<file path="config.mk">
export PLATFORM = sky130hd
export DESIGN_NAME = regsel_port
export DESIGN_NICKNAME = d
export VERILOG_FILES = /design/src/rtl/regsel_port_pkg.sv /design/src/rtl/regsel_port_ctrl.sv /design/src/rtl/regsel_port_dpath.sv /design/src/rtl/regsel_port.sv
export SDC_FILE = /design/constraint.sdc
export NUM_CORES = 1
export LEC_CHECK = 0
export ABC_AREA = 1
export BUFFER_PORTS_ARGS = -buffer_cell sky130_fd_sc_hd__buf_2
export CORE_MARGIN = 2
export CORE_UTILIZATION = 62
export DETAILED_ROUTE_END_ITERATION = 6
export GPL_ROUTABILITY_DRIVEN = 0
export GPL_TIMING_DRIVEN = 0
export HOLD_SLACK_MARGIN = 0.12
export PLACE_DENSITY = 0.88
export SLEW_MARGIN = 30
export SYNTH_ARGS = -nofsm -noshare
export SYNTH_HDL_FRONTEND = slang
export SYNTH_SLANG_ARGS = --single-unit
</file>
<file path="constraint.sdc">
create_clock -name clk -period 2.8 [get_ports clk]
set_input_delay 0.56 -clock clk [delete_from_list [all_inputs] [get_ports clk]]
set_output_delay 0.56 -clock clk [all_outputs]
set_load 0.05 [all_outputs]
</file>
<file path="src/rtl/regsel_port_pkg.sv">
package regsel_port_pkg;
  localparam int IDX_CDB1   = 'h03;
  localparam int IDX_PHASE  = 'h10;
  localparam int IDX_STATUS = 'h17;
  localparam int IDX_CMD    = 'h18;
  localparam int IDX_DATA   = 'h19;
  localparam int IDX_AUX    = 'h1F;

  typedef struct packed {
    logic selLoad;
    logic auxRd;
    logic regWr;
    logic regRd;
    logic zeroRd;
    logic stepSel;
    logic cmdGo;
    logic phaseClr;
    logic intClr;
    logic dataWr;
    logic dataRd;
  } portStrobes_t;
endpackage

</file>
<file path="src/rtl/regsel_port_ctrl.sv">
module regsel_port_ctrl
  import regsel_port_pkg::*;
#(
  parameter int SEL_W  = 5,
  parameter int BUS_AW = 2
) (
  input  logic              clk,
  input  logic              rstN,
  input  logic              busWe,
  input  logic              busRe,
  input  logic [BUS_AW-1:0] busAddr,
  input  logic [SEL_W-1:0]  sel,
  output portStrobes_t      st
);
  logic atIdx, atWin, special;

  always_comb begin
    atIdx   = (busAddr == BUS_AW'(0));
    atWin   = (busAddr == BUS_AW'(1));
    special = (sel == SEL_W'(IDX_CMD)) || (sel == SEL_W'(IDX_DATA)) ||
              (sel == SEL_W'(IDX_AUX));
    st          = '0;
    st.selLoad  = busWe && atIdx;
    st.auxRd    = busRe && atIdx;
    st.regWr    = busWe && atWin;
    st.regRd    = busRe && atWin;
    st.zeroRd   = busRe && !atIdx && !atWin;
    st.stepSel  = (busWe || busRe) && atWin && !special;
    st.cmdGo    = st.regWr && (sel == SEL_W'(IDX_CMD));
    st.phaseClr = st.regWr && (sel == SEL_W'(IDX_CDB1));
    st.intClr   = st.regRd && (sel == SEL_W'(IDX_STATUS));
    st.dataWr   = st.regWr && (sel == SEL_W'(IDX_DATA));
    st.dataRd   = st.regRd && (sel == SEL_W'(IDX_DATA));
  end

  // Input assumption: the bus never reads and writes in one cycle.
  p_bus_exclusive_r3: assert property (@(posedge clk) disable iff (!rstN)
    !(busWe && busRe));
endmodule

</file>
<file path="src/rtl/regsel_port_dpath.sv">
module regsel_port_dpath
  import regsel_port_pkg::*;
#(
  parameter int DATA_W = 8,
  parameter int SEL_W  = 5
) (
  input  logic              clk,
  input  logic              rstN,
  input  portStrobes_t      st,
  input  logic [DATA_W-1:0] wdata,
  input  logic [3:0]        unitFlags,
  input  logic              doneStb,
  input  logic [DATA_W-1:0] doneStatus,
  output logic [SEL_W-1:0]  sel,
  output logic [DATA_W-1:0] rdata,
  output logic              intP,
  output logic              cmdStart,
  output logic [DATA_W-1:0] cmdCode,
  output logic              dataWrPulse,
  output logic              dataRdPulse
);
  localparam int NREG = 1 << SEL_W;

  logic [DATA_W-1:0] regFile [NREG];
  logic              cip;
  logic [DATA_W-1:0] auxByte;

  assign auxByte = DATA_W'({intP, unitFlags[3], unitFlags[2], cip, 2'b00,
                            unitFlags[1], unitFlags[0]});
  assign cmdCode = regFile[IDX_CMD];

  // Index register
  always_ff @(posedge clk) begin
    if (!rstN)           sel <= '0;
    else if (st.selLoad) sel <= wdata[SEL_W-1:0];
    else if (st.stepSel) sel <= sel + SEL_W'(1);
  end

  // Register bank; the aux slot is never written through the window
  always_ff @(posedge clk) begin
    if (!rstN) begin
      for (int i = 0; i < NREG; i++) regFile[i] <= '0;
    end else begin
      if (st.regWr && sel != SEL_W'(IDX_AUX)) regFile[sel] <= wdata;
      if (st.phaseClr) regFile[IDX_PHASE] <= '0;
      if (doneStb)     regFile[IDX_STATUS] <= doneStatus;
    end
  end

  // Flags: completion beats status-read clear; a new command beats completion
  always_ff @(posedge clk) begin
    if (!rstN) begin
      intP <= 1'b0;
      cip  <= 1'b0;
    end else begin
      if (doneStb)        intP <= 1'b1;
      else if (st.intClr) intP <= 1'b0;
      if (st.cmdGo)       cip <= 1'b1;
      else if (doneStb)   cip <= 1'b0;
    end
  end

  // Read data and outgoing strobes
  always_ff @(posedge clk) begin
    if (!rstN) begin
      rdata       <= '0;
      cmdStart    <= 1'b0;
      dataWrPulse <= 1'b0;
      dataRdPulse <= 1'b0;
    end else begin
      if (st.zeroRd)     rdata <= '0;
      else if (st.auxRd) rdata <= auxByte;
      else if (st.regRd) rdata <= (sel == SEL_W'(IDX_AUX)) ? auxByte : regFile[sel];
      cmdStart    <= st.cmdGo;
      dataWrPulse <= st.dataWr;
      dataRdPulse <= st.dataRd;
    end
  end

  p_sel_load_r2: assert property (@(posedge clk) disable iff (!rstN)
    st.selLoad |=> sel == $past(wdata[SEL_W-1:0]));
  p_sel_hold_r4: assert property (@(posedge clk) disable iff (!rstN)
    (st.regWr || st.regRd) && !st.selLoad &&
    (sel == SEL_W'(IDX_CMD) || sel == SEL_W'(IDX_DATA) || sel == SEL_W'(IDX_AUX))
    |=> $stable(sel));
  p_done_sets_int_r6: assert property (@(posedge clk) disable iff (!rstN)
    doneStb && !st.cmdGo |=> intP && !cip);
  p_status_read_clears_r7: assert property (@(posedge clk) disable iff (!rstN)
    st.intClr && !doneStb |=> !intP);
  p_cmd_start_r8: assert property (@(posedge clk) disable iff (!rstN)
    st.cmdGo |=> cmdStart && cip);
  p_phase_cleared_r9: assert property (@(posedge clk) disable iff (!rstN)
    st.phaseClr |=> regFile[IDX_PHASE] == '0);
  p_aux_readonly_r10: assert property (@(posedge clk) disable iff (!rstN)
    st.regWr && sel == SEL_W'(IDX_AUX) && !doneStb |=> $stable(intP) && $stable(cip));
  p_bad_offset_zero_r11: assert property (@(posedge clk) disable iff (!rstN)
    st.zeroRd |=> rdata == '0);
endmodule

</file>
<file path="src/rtl/regsel_port.sv">
module regsel_port
  import regsel_port_pkg::*;
#(
  parameter int DATA_W = 8,
  parameter int SEL_W  = 5,
  parameter int BUS_AW = 2
) (
  input  logic              clk,
  input  logic              rstN,
  input  logic              busWe,
  input  logic              busRe,
  input  logic [BUS_AW-1:0] busAddr,
  input  logic [DATA_W-1:0] busWdata,
  output logic [DATA_W-1:0] busRdata,
  output logic              irqOut,
  input  logic [3:0]        unitFlags,
  input  logic              doneStb,
  input  logic [DATA_W-1:0] doneStatus,
  output logic              cmdStart,
  output logic [DATA_W-1:0] cmdCode,
  output logic              dataWrPulse,
  output logic              dataRdPulse
);
  portStrobes_t     st;
  logic [SEL_W-1:0] sel;

  regsel_port_ctrl #(.SEL_W(SEL_W), .BUS_AW(BUS_AW)) u_ctrl (
    .clk(clk), .rstN(rstN), .busWe(busWe), .busRe(busRe),
    .busAddr(busAddr), .sel(sel), .st(st)
  );

  regsel_port_dpath #(.DATA_W(DATA_W), .SEL_W(SEL_W)) u_dpath (
    .clk(clk), .rstN(rstN), .st(st), .wdata(busWdata),
    .unitFlags(unitFlags), .doneStb(doneStb), .doneStatus(doneStatus),
    .sel(sel), .rdata(busRdata), .intP(irqOut), .cmdStart(cmdStart),
    .cmdCode(cmdCode), .dataWrPulse(dataWrPulse), .dataRdPulse(dataRdPulse)
  );
endmodule

</file>
Word level (Yosys, flattened, before mapping)
Memories as Yosys holds them, arrays and structs flattened. A register that Yosys moved wholly into a read port is not among the register bits.
Index checks and enable logic that the tools add are counted.

cells by class
  add/sub/neg operators = 1
  equal/unequal tests = 8
  multiplexer cells = 26
  bitwise gates (word level) = 6
  reduce and logical (&&, ||, !) cells = 28

operators by type and width
  kind                                                             count
  8-bit two-way mux                                                6
  5-bit == test, second input constant                             5
  5-bit two-way mux                                                5
  1-bit two-way mux                                                15
  1-bit logical AND                                                14
  2-bit nonzero test                                               4
  8-bit OR reduction                                               1
  5-bit by 1-bit adder with 5-bit output, second input constant    1
  5-bit by 2-bit == test with 1-bit output, second input constant  1
  5-bit inequality test, second input constant                     1
  1-bit logical NOT                                                3
  1-bit logical OR                                                 3
  3-bit OR reduction                                               1
  1-bit AND                                                        2
  2-bit by 1-bit == test with 1-bit output, second input constant  1
  2-bit logical NOT                                                1
  1-bit inverter                                                   2
  1-bit bitwise OR                                                 2
  2-bit OR reduction                                               1

storage, ports and cells
  bits in registers = 18
  RAM bits = 256
  bits of input ports = 27
  output and inout port bits = 20
  word-level logic and storage cells = 78
  memories = 1

memory list
  name             depth  bits a word  read ports  clocked after memory_dff  write ports  line                     RTL
  u_dpath.regFile  32     8            2           1                         32           regsel_port_dpath.sv:24  logic [DATA_W-1:0] regFile [NREG];

Logic depth before layout (Yosys ltp)
  depth in word-level cells = 9
  mapped depth = 11
  gate-level depth less buffers = 10

Cells and area by module
Synthesis repeated with hierarchy kept, for this count alone.

unflattened totals
  cell total of the unflattened synthesis = 1511
  area, all modules = 13340.3 sq um

modules (own cells, without submodules)
  module             instances  cells an instance  area each (sq um)  sequential area each (sq um)
  regsel_port_dpath  1          1474               13165.1            8147.8
  regsel_port_ctrl   1          37                 175.2              0.0

Worst setup path after synthesis
No wires, ideal clock.

  path type = reg-to-reg
  from = reg u_dpath.sel[0]
  to = mem u_dpath.regFile[10][0], enable pin
  library setup time = 329 ps
  data arrival time = 1922 ps
  required time = 2471 ps
  setup slack = 549 ps
  stages on the path, launching flop included = 10
  path buffers = 0
  period minus slack after synthesis = 2251 ps
  cells stage by stage = dfxtp_1 > ha_1 > nand2_1 > nor2_1 > ha_1 > nor3_4 > nand2_8 > nor2_8 > nand2_2 > nand2_1

RTL lines
  element                 line                     RTL
  from (decl)             regsel_port_dpath.sv:14  output logic [SEL_W-1:0] sel,
  from (signal assigned)  regsel_port_dpath.sv:35  else if (st.selLoad) sel <= wdata[SEL_W-1:0];
  from (signal assigned)  regsel_port_dpath.sv:36  else if (st.stepSel) sel <= sel + SEL_W'(1);
  to (decl)               regsel_port_dpath.sv:24

==> run_results.csv <==
group,metric,value,unit
timing,finalMaxSlewViolations,0,
power,vdd_drop_max,0.532,mV
routing,ant_nets,0,
power,powerDensity,661,nW/um^2
timing,period_share,100,%
run,drv_cap,0,
setup_path,crit_required,3020,ps
logic_synthesis,ys.flop_type,"edfxtp_1",
die,ios,47,
grt,grtUsageTotal,37.0,%
grt,grt_pass1_vias,10969,
logic_synthesis,synth-simple-area-share,30.9,%
power,power_leakage,5.97,nW
finish,fin_nets,1498,
run_status,violations,"DRC, setup timing",
setup_path,crit_type,"reg2reg",
clock_tree,root_buffer,"clkbuf_16",
timing,skew,18.0,ps
routing,drc,205,
clock_tree,hold_buffers,0,
die,start_util,63.7,%
grt,grt_max_degree,14,
clock_tree,clk_pin_slew,60,ps
clock_tree,cts_setup_buffers,0,
timing,hold_viol,0,
logic_synthesis,synthMuxAreaShare,0,%
routing,routed-via-count,11219,
grt,antenna_found_initial,0,
grt,grt_pass1_wl,60300,um
logic_synthesis,netlist_instances,1391,
setup_path,critPathTopFamily,"simple AND/OR/NAND/NOR gates",
logic_synthesis,syn_avg_cell_area,9.32,um^2
logic_synthesis,async_flop_share,0,%
placement,dp_hpwl,27000,um
logic_synthesis,synth_edf_count,256,
timing,rsz0062_at_grt,"false",
timing,slew_headroom,22.4,%
finish,drive_gt1_share,12.6,%
die,placementRows,52,
setup_path,cp_data_arrival_time,3030,ps
routing,routed_wl,40600,um
routing,avgViaCountPerCell,6.38,
placement,pre_cts_ws,-17.8,ps
setup_path,worstPathCellList,"ha_1 -> nand2_1 -> nor2_1 -> ha_1 -> nor3_4 -> nand2_8 -> nor2_8 -> nand2_2 -> nand2_2",
min_path,min_path_type,"in2reg",
logic_synthesis,synth_seq_cells,279,
clock_tree,cts_buffer_depth,3,
grt,grt.overflow.total,0,
clock_tree,clk_latency,550,ps
placement,place_area,13500,um^2
timing,setup_viol,5,
routing,drtIter0Drc,2227,
setup_path,crit_fanout,9,
finish,final_area,14500,um^2
timing,tightest_slew,1160,ps
setup_path,end_kind,"register",
logic_synthesis,synth_cell_types,32,
clock_tree,cts_tree,"done",
run_status,outcome,"finished with violations",
timing,timing.final.ws_setup,-6.73,ps
setup_path,crit_slowest_cell,"dfxtp_1",
logic_synthesis,synth_xor_xnor_area_share,0.0676,%
finish,final.fill_count,1402,
clock_tree,h-tree-depth,1,
logic_synthesis,synth-adder-area-share,0.483,%
logic_synthesis,synth_area,13000,um^2
routing,drt-pass1-iter-count,7,
logic_synthesis,synth_compound_area_share,1.78,%
die,die_area,22100,um^2
die,die_w,149,um
logic_synthesis,seq_area_frac_synth,62.9,%
setup_path,start_kind,"register",
finish,syn2layout_area_growth,11.5,%
clock_tree,clock-sinks,279,
setup_path,slowest_delay,350,ps
logic_synthesis,post-synth-top-area-cell,"edfxtp_1",
die,die_y,149,um
logic_synthesis,synth_top_area_share,59.3,%
routing,wire_per_inst,23.1,um
timing,fin_crit,2810,ps
logic_synthesis,yosysWarnings,0,
logic_synthesis,synth_top_family_by_area,"simple AND/OR/NAND/NOR gates",
logic_synthesis,synth_fp_nets,1423,
timing,fmax,356,MHz
logic_synthesis,synth_area_leaders,"edfxtp_1 59%, nand2_1 13%, nand3_1 7.8%",
die,coreArea,20400,um^2
clock_tree,numCtsBuffers,28,
setup_path,timing.critical_path.buf_inv,0,
placement,portBuffers,45,
-- metal layers --
metal | GRT usage (%) | vias to the layer above | share of wire (%)
met2 | 56.3 | 1040 | 43
met3 | 10.6 | 317 | 16
met4 | 24.5 | 0 | 8.6
met1 | 46.4 | 5089 | 32
li1 | - | 4773 | -
met5 | 0 | - | 0
-- report_power, final --
part | internal, mW | switching, mW | leakage [nW]
Sequential | 4.69 | 0.0654 | 2.84
Clock | 1.96 | 1.59 | 0.414
Combinational | 0.290 | 0.965 | 2.72
Total | 6.94 | 2.62 | 5.97
-- cells in the final DEF, fill, tap and decap left out, types with 2 or more instances in the layout --
master	netlist	final
o21ai_1	4	4
edfxtp_1	256	256
inv_1	33	33
nand2_1	433	405
nor3_2	0	2
dfxtp_1	23	23
a31oi_1	6	6
a22o_1	5	5
ha_1	5	5
buf_1	14	14
nor3_1	4	2
o21ai_0	8	8
buf_2	29	74
inv_2	3	3
nand2_2	30	57
nand3_2	2	3
clkinv_1	0	11
nor3_4	2	2
nor2_1	268	268
clkinv_2	0	5
nand3_1	201	200
a21oi_1	9	9
clkbuf_1	39	44
clkbuf_16	0	29
nor2_8	4	4
o22ai_1	3	3
-- synth_stat cells (2+ instances only) --
cell type	instances
nand2_1	433
nor2_1	268
edfxtp_1	256
nand3_1	201
clkbuf_1	39
inv_1	33
nand2_2	30
buf_2	29
dfxtp_1	23
buf_1	14
a21oi_1	9
o21ai_0	8
a31oi_1	6
a22o_1	5
ha_1	5
nor2_8	4
nor3_1	4
o21ai_1	4
inv_2	3
o22ai_1	3
nand3_2	2
nor3_4	2
-- flip-flops by register name (all words and copies together) (netlist names), named ones only --
signal and count:
u_dpath.regFile 256, u_dpath.rdata 8, u_dpath.sel 5, u_dpath.cip 1
u_dpath.cmdStart 1, u_dpath.dataRdPulse 1, u_dpath.dataWrPulse 1, u_dpath.intP 1
-- final cells by class --
cell class | instances | area [um^2] | share of cell area (%)
antenna | 1 | 2.50 | 0.0173
sequential | 279 | 8150 | 56.3
clock inverter | 17 | 96.3 | 0.666
inverter | 37 | 141 | 0.978
buffer | 84 | 363 | 2.51
multi-input combinational | 991 | 4400 | 30.4
timing repair buffer | 45 | 225 | 1.56
clock buffer | 34 | 744 | 5.15
tap | 270 | 338 | 2.34
-- logic make-up (layout without fill, tap and decap cells) --
family,Yosys count,count (layout)
AOI/OAI and AO/OA,38,38
DFF,279,279
and+or+nand+nor,947,947
xor gates and xnor gates,1,1
other,0,1
adders and majority gates,5,5
buffers and inverters,121,217
-- path summary, 6_finish.rpt --
check	endpoint	depth (start not counted)	from	slack, ps
max	u_dpath.regFile[2][7]$_SDFFCE_PN0P_	9	u_dpath.sel[0]$_SDFFE_PN0P_	-7
min	u_dpath.regFile[23][1]$_DFFE_PP_	3	doneStatus[1]	330
max reg2reg	u_dpath.regFile[2][7]$_SDFFCE_PN0P_	9	u_dpath.sel[0]$_SDFFE_PN0P_	-7
min reg2reg	u_dpath.rdata[3]$_SDFFE_PP0P_	2	u_dpath.rdata[3]$_SDFFE_PP0P_	490
-- tightest hold or removal path, delay by kind of cell --
family	cells	cell delay (ps)
compound gates	1	60
simple gates	1	60
buf+inv	1	80
-- stage by stage --
step / util, % / hold slack, ps / power [mW] / setup TNS, ps / cells
floorplan: - / 462 / 5.55 / 0 / 1391
global placement: 66.4 / 461 / 5.95 / 0 / 1706
detailed placement: 66.4 / 474 / 5.99 / -245 / 1706
CTS: 70.6 / 339 / 9.41 / 0 / 1757
global route: 71.0 / 352 / 9.71 / 0 / 1757
finish: 71.0 / 327 / 9.56 / -31.2 / 1758
-- timing repair --
item	in CTS	in global routing
endpoints found under the setup margin	32	199
resized for setup	4	26
cloned	0	0
Power figures use the tool's default switching activity.
